--- config.mk ---
export PLATFORM = sky130hd
export DESIGN_NAME = codec_pd_seq
export DESIGN_NICKNAME = d
export VERILOG_FILES = /design/src/rtl/codec_pd_pkg.sv /design/src/rtl/pd_sync.sv /design/src/rtl/frame_rise_det.sv /design/src/rtl/init_counter.sv /design/src/rtl/pin_override.sv /design/src/rtl/codec_pd_seq.sv
export SDC_FILE = /design/constraint.sdc
export NUM_CORES = 1
export LEC_CHECK = 0
export ABC_AREA = 1
export ABC_CLOCK_PERIOD_IN_PS = 1700
export BUFFER_PORTS_ARGS = -buffer_cell sky130_fd_sc_hd__buf_2
export CORE_MARGIN = 2
export CORE_UTILIZATION = 53
export CTS_CLUSTER_SIZE = 8
export DETAILED_ROUTE_END_ITERATION = 8
export PLACE_DENSITY = 0.88
export SLEW_MARGIN = 0
export SYNTH_ARGS = -nofsm -noshare
export SYNTH_HDL_FRONTEND = slang
export SYNTH_SLANG_ARGS = --single-unit
--- constraint.sdc ---
create_clock -name clk_i -period 1.7 [get_ports clk_i]
set_input_delay 0.34 -clock clk_i [delete_from_list [all_inputs] [get_ports clk_i]]
set_output_delay 0.34 -clock clk_i [all_outputs]
set_load 0.02 [all_outputs]
--- src/rtl/codec_pd_pkg.sv ---
package codec_pd_pkg;
  typedef enum logic [1:0] {
    ST_PD     = 2'd0,
    ST_INIT   = 2'd1,
    ST_NORMAL = 2'd2
  } pd_state_e;
endpackage

--- src/rtl/pd_sync.sv ---
module pd_sync #(
  parameter int STAGES = 2
) (
  input  logic clk_i,
  input  logic rst_ni,
  input  logic d_i,
  output logic q_o
);
  logic [STAGES-1:0] sr_q;

  generate
    if (STAGES == 1) begin : g_one
      always_ff @(posedge clk_i or negedge rst_ni) begin
        if (!rst_ni) sr_q <= '0;
        else         sr_q <= d_i;
      end
    end else begin : g_chain
      always_ff @(posedge clk_i or negedge rst_ni) begin
        if (!rst_ni) sr_q <= '0;
        else         sr_q <= {sr_q[STAGES-2:0], d_i};
      end
    end
  endgenerate

  assign q_o = sr_q[STAGES-1];
endmodule

--- src/rtl/frame_rise_det.sv ---
module frame_rise_det (
  input  logic clk_i,
  input  logic rst_ni,
  input  logic lrck_i,
  output logic rise_o
);
  logic lrck_q;

  // reset high so a frame clock already high is not seen as an edge
  always_ff @(posedge clk_i or negedge rst_ni) begin
    if (!rst_ni) lrck_q <= 1'b1;
    else         lrck_q <= lrck_i;
  end

  assign rise_o = lrck_i & ~lrck_q;
endmodule

--- src/rtl/init_counter.sv ---
module init_counter #(
  parameter int TERM  = 516,
  parameter int CNT_W = $clog2(TERM + 1)
) (
  input  logic             clk_i,
  input  logic             rst_ni,
  input  logic             clr_i,
  input  logic             step_i,
  output logic [CNT_W-1:0] cnt_o,
  output logic             done_o
);
  localparam logic [CNT_W-1:0] TermC = CNT_W'(TERM);

  logic [CNT_W-1:0] cnt_q;

  always_ff @(posedge clk_i or negedge rst_ni) begin
    if (!rst_ni)                      cnt_q <= '0;
    else if (clr_i)                   cnt_q <= '0;
    else if (step_i && cnt_q != TermC) cnt_q <= cnt_q + 1'b1;
  end

  assign cnt_o  = cnt_q;
  assign done_o = (cnt_q == TermC);

  AST_CNT_SATURATES: assert property (@(posedge clk_i) disable iff (!rst_ni)
    cnt_q <= TermC);
  AST_CNT_CLEARS: assert property (@(posedge clk_i) disable iff (!rst_ni)
    clr_i |=> cnt_q == '0);
  AST_CNT_SINGLE_STEP: assert property (@(posedge clk_i) disable iff (!rst_ni)
    (!$past(clr_i) && cnt_q != $past(cnt_q)) |-> cnt_q == $past(cnt_q) + 1'b1);
endmodule

--- src/rtl/pin_override.sv ---
module pin_override (
  input  logic pd_i,
  input  logic adc_valid_i,
  input  logic master_i,
  input  logic sdto_i,
  input  logic lrck_i,
  input  logic bclk_i,
  output logic sdto_o,
  output logic lrck_o,
  output logic bclk_o,
  output logic clk_oe_o
);
  logic force_clk;

  always_comb begin
    force_clk = pd_i & master_i;
    sdto_o    = adc_valid_i ? sdto_i : 1'b0;
    lrck_o    = force_clk ? 1'b1 : lrck_i;
    bclk_o    = force_clk ? 1'b0 : bclk_i;
    clk_oe_o  = master_i;
  end
endmodule

--- src/rtl/codec_pd_seq.sv ---
module codec_pd_seq
  import codec_pd_pkg::*;
#(
  parameter int INIT_FRAMES = 516,
  parameter int SYNC_STAGES = 2,
  localparam int CNT_W      = $clog2(INIT_FRAMES + 1)
) (
  input  logic       clk_i,
  input  logic       rst_ni,
  input  logic       pdn_ni,
  input  logic       master_i,
  input  logic       mclk_i,
  input  logic       lrck_i,
  input  logic       bclk_i,
  input  logic       sdto_i,
  output logic       mclk_o,
  output logic       lrck_o,
  output logic       bclk_o,
  output logic       clk_oe_o,
  output logic       sdto_o,
  output logic       adc_filt_rst_o,
  output logic       dac_filt_rst_o,
  output logic       dac_en_o,
  output logic       adc_valid_o,
  output logic [1:0] state_o
);
  pd_state_e        state_q, state_d;
  logic             pdn_s, frame_rise, cnt_done, in_pd;
  logic [CNT_W-1:0] init_cnt;

  pd_sync #(.STAGES(SYNC_STAGES)) u_sync (
    .clk_i(clk_i), .rst_ni(rst_ni), .d_i(pdn_ni), .q_o(pdn_s)
  );

  frame_rise_det u_rise (
    .clk_i(clk_i), .rst_ni(rst_ni), .lrck_i(lrck_i), .rise_o(frame_rise)
  );

  init_counter #(.TERM(INIT_FRAMES), .CNT_W(CNT_W)) u_cnt (
    .clk_i(clk_i), .rst_ni(rst_ni),
    .clr_i(state_q != ST_INIT),
    .step_i(frame_rise),
    .cnt_o(init_cnt), .done_o(cnt_done)
  );

  always_comb begin
    state_d = state_q;
    if (!pdn_s) begin
      state_d = ST_PD;
    end else begin
      unique case (state_q)
        ST_PD:     state_d = ST_INIT;
        ST_INIT:   if (cnt_done) state_d = ST_NORMAL;
        ST_NORMAL: state_d = ST_NORMAL;
        default:   state_d = ST_PD;
      endcase
    end
  end

  always_ff @(posedge clk_i or negedge rst_ni) begin
    if (!rst_ni) state_q <= ST_PD;
    else         state_q <= state_d;
  end

  assign in_pd          = (state_q == ST_PD);
  assign adc_valid_o    = (state_q == ST_NORMAL);
  assign adc_filt_rst_o = in_pd;
  assign dac_filt_rst_o = in_pd;
  assign dac_en_o       = ~in_pd;
  assign state_o        = state_q;
  assign mclk_o         = mclk_i;

  pin_override u_pins (
    .pd_i(in_pd), .adc_valid_i(adc_valid_o), .master_i(master_i),
    .sdto_i(sdto_i), .lrck_i(lrck_i), .bclk_i(bclk_i),
    .sdto_o(sdto_o), .lrck_o(lrck_o), .bclk_o(bclk_o), .clk_oe_o(clk_oe_o)
  );

  AST_NORMAL_VIA_INIT: assert property (@(posedge clk_i) disable iff (!rst_ni)
    state_q == ST_NORMAL |-> $past(state_q) != ST_PD);
  AST_VALID_AT_TERM: assert property (@(posedge clk_i) disable iff (!rst_ni)
    $rose(adc_valid_o) |-> $past(init_cnt) == CNT_W'(INIT_FRAMES));
  AST_SDTO_MUTED: assert property (@(posedge clk_i) disable iff (!rst_ni)
    !adc_valid_o |-> !sdto_o);
  AST_MASTER_PD_LEVELS: assert property (@(posedge clk_i) disable iff (!rst_ni)
    (state_q == ST_PD && master_i) |-> (lrck_o && !bclk_o));
  AST_DAC_DURING_INIT: assert property (@(posedge clk_i) disable iff (!rst_ni)
    state_q == ST_INIT |-> (dac_en_o && !dac_filt_rst_o && !adc_valid_o));
endmodule

==> results.ini <==
[grt]
grt_pass1_wl_um=2710
gr-total-overflow=0
antenna_found_initial=0
grt_max_degree=16
grtUsageTotal_pct=18.1
grt_pass1_vias=681

[clocking]
clock_latency_ps=290
path_clk_slew_ps=100
cts_sinks=15
htree_levels=1
cts_tree=yes
root_buffer=clkbuf_4
clk_path_buf_depth=2
numCtsBuffers=3

[sta]
finalSetupViolations=0
fmax_mhz=615
hold_viol=0
tns_ps=0
min_period_ps=1630
period_share_pct=95.7
rsz0062_at_grt=false
slew_headroom_pct=78.1
worst_clock_skew_ps=10.8
worst_pin_slew_ps=328
slew_violations=0

[synth]
synthesis.nets=139
synthXorXnorAreaFrac_pct=2.83
synth_top_family_by_area=simple AND/OR/NAND/NOR gates
synth_top_cell_area_share_pct=37.7
ys_warn_count=0
synth-seq-cells=15
synthTopCellsByArea=dfrtp_1 38%, nand2_1 18%, inv_1 7.3%
synth.avg_cell_area_um2=7.38
synthAdderAreaFrac_pct=6.73
syn_inst=126
ys_seq_area_share_pct=40.5
syn-cell-area_um2=930
synth_top_area_cell=dfrtp_1
synthMuxAreaShare_pct=0
synth-simple-area-share_pct=38.8
synth_cell_types=19
synth_compound_area_share_pct=0.538

[finish]
final_cell_mix=44 x nand2_1, 16 x inv_1, 16 x buf_2
final_common_cell=nand2_1
drive_gt1_share_pct=21.2
fillers=132
antenna_cells=0
fin_area_um2=1080
final_nets=160
area.growth.synth_to_final_pct=16.0

[critical_path]
max_stage_delay_ps=410
crit_start=state_o[0]
end_kind=output pin
cp_cell_sequence=inv_2 -> ha_4 -> nand2_1 -> and2_1 -> buf_2
arrival_ps=1290
crit_type=reg2out
worst-path-max-fanout=5
slowest_stage=dfrtp_1
r2r-start=u_cnt.cnt_o[0]
crit_required_ps=1360
start_kind=register

[placement]
place.gp.congestion=0.928
hpwl_um=1340
port_buffers=16
place_area_um2=1010

[floorplan]
die_area_um2=2100
start_util_pct=55.0
core_um2=1690
die_w_um=45.9
io_pins=19
die_height_um=45.9
std_cell_rows=15

[power]
p_per_area_nw_per_um2=999
p_leak_nw=0.613
clock_power_share_pct=19.7
switching_share_pct=40.3
ir_worst_vdd_v=0.000654
p_total_mw=1.08
p_seq_share_pct=37.4
internal_power_uw=643
combPwrFrac_pct=42.9
switchingPower_uw=435

[drt]
totalWireLength_um=1770
vias=827
drt_pass1_iterations=4
post_drt_wl_per_cell_um=10.9
ant_nets=0
dr.first_iter.drc_count=27
drc=0
vias_per_cell=5.07

[job]
maxCapViolCount=0

[hold_path]
hp-class=in2reg
hold_start=lrck_i

[status]
outcome=completed

-- cell type report --
type / instances / area (um2) / share of cell area [%]
tap: 17 / 21.3 / 1.97
sequential: 15 / 377 / 34.9
clock inverter: 1 / 7.51 / 0.696
clock buffer: 3 / 22.5 / 2.09
inverter: 19 / 71.3 / 6.61
timing repair buffer: 20 / 113 / 10.4
multi-input combinational: 88 / 467 / 43.3
-- power groups by stage --
stage | registers [mW] | clock network (mW) | logic [mW]
after global routing | 0.405 | 0.233 | 0.502
after detailed placement | 0.414 | 0 | 0.401
after CTS | 0.399 | 0.213 | 0.439
after global placement | 0.411 | 0 | 0.388
final | 0.403 | 0.212 | 0.463
after floorplan | 0.429 | 0 | 0.283
-- cells in the mapped netlist --
| library cell | number |
|---|---|
| and2_1 | 1 |
| dfrtp_1 | 14 |
| nand4_1 | 7 |
| inv_2 | 1 |
| nor2_2 | 1 |
| xor2_1 | 3 |
| nand2_1 | 44 |
| nand3_1 | 11 |
| buf_2 | 1 |
| nor2_4 | 1 |
| nor2_8 | 1 |
| buf_4 | 3 |
| nor3_1 | 1 |
| nor2_1 | 11 |
| dfstp_2 | 1 |
| inv_1 | 18 |
| ha_1 | 5 |
| or2_1 | 1 |
| o21ai_1 | 1 |
-- routing by layer --
| metal | share of wire [%] | vias to the layer above | track usage, % |
|---|---|---|---|
| met3 | 1.9 | 5 | 5.16 |
| met2 | 48 | 14 | 29.4 |
| met1 | 48 | 380 | 21.4 |
| met4 | 1.6 | 0 | 9.14 |
| met5 | 0 | - | 0 |
| li1 | - | 428 | - |
-- final timing paths --
kind	to	slack, ps	cells past startpoint
hold / removal	u_rise.lrck_q	140	1
max in group asynchronous	u_rise.lrck_q	940	2
setup reg to reg	u_cnt.cnt_o[7]	170	10
hold reg to reg	u_sync.sr_q[1]	360	0
setup / recovery	bclk_o	70	5
min in group asynchronous	state_o[1]	470	2
-- registers in the layout (all words and copies together) (netlist names) --
register	count
u_sync.sr_q	2
u_rise.lrck_q	1
u_cnt.cnt_o	10
state_o	2
-- repair_timing --
action / 4_1_cts / 5_1_grt
endpoints found under the hold margin: 14 / 0
resized for setup: 1 / 3
hold buffers: 1 / 0
buffers inserted: 2 / 0
endpoints found under the setup margin: 1 / 2
-- worst max-delay path: cells and delay by family (launching register included) --
kind / cells / cell delay [ps]
adders and majority gates: 1 / 150
buffers and inverters: 2 / 240
and+or+nand+nor: 2 / 200
DFF: 1 / 410
-- cells by family (layout without fill, tap and decap cells) --
kind of cell    Yosys count  count (layout)
compound gates            1               1
fa+ha+maj                 5               5
xor+xnor                  3               3
buf+inv                  23              43
simple gates             79              79
flops                    15              15
-- per-stage QoR --
step           util (%)  worst slack [ps]  cells  hold slack, ps
6_report           63.9              72.9    163             145
5_1_grt            63.9              3.76    163             129
4_1_cts            63.3              13.3    163             150
3_5_place_dp       59.9               214    156             256
3_3_place_gp       59.9               294    156             254
2_1_floorplan         -               149    126            44.4
Note: power is estimated with default switching activity, not from simulation.
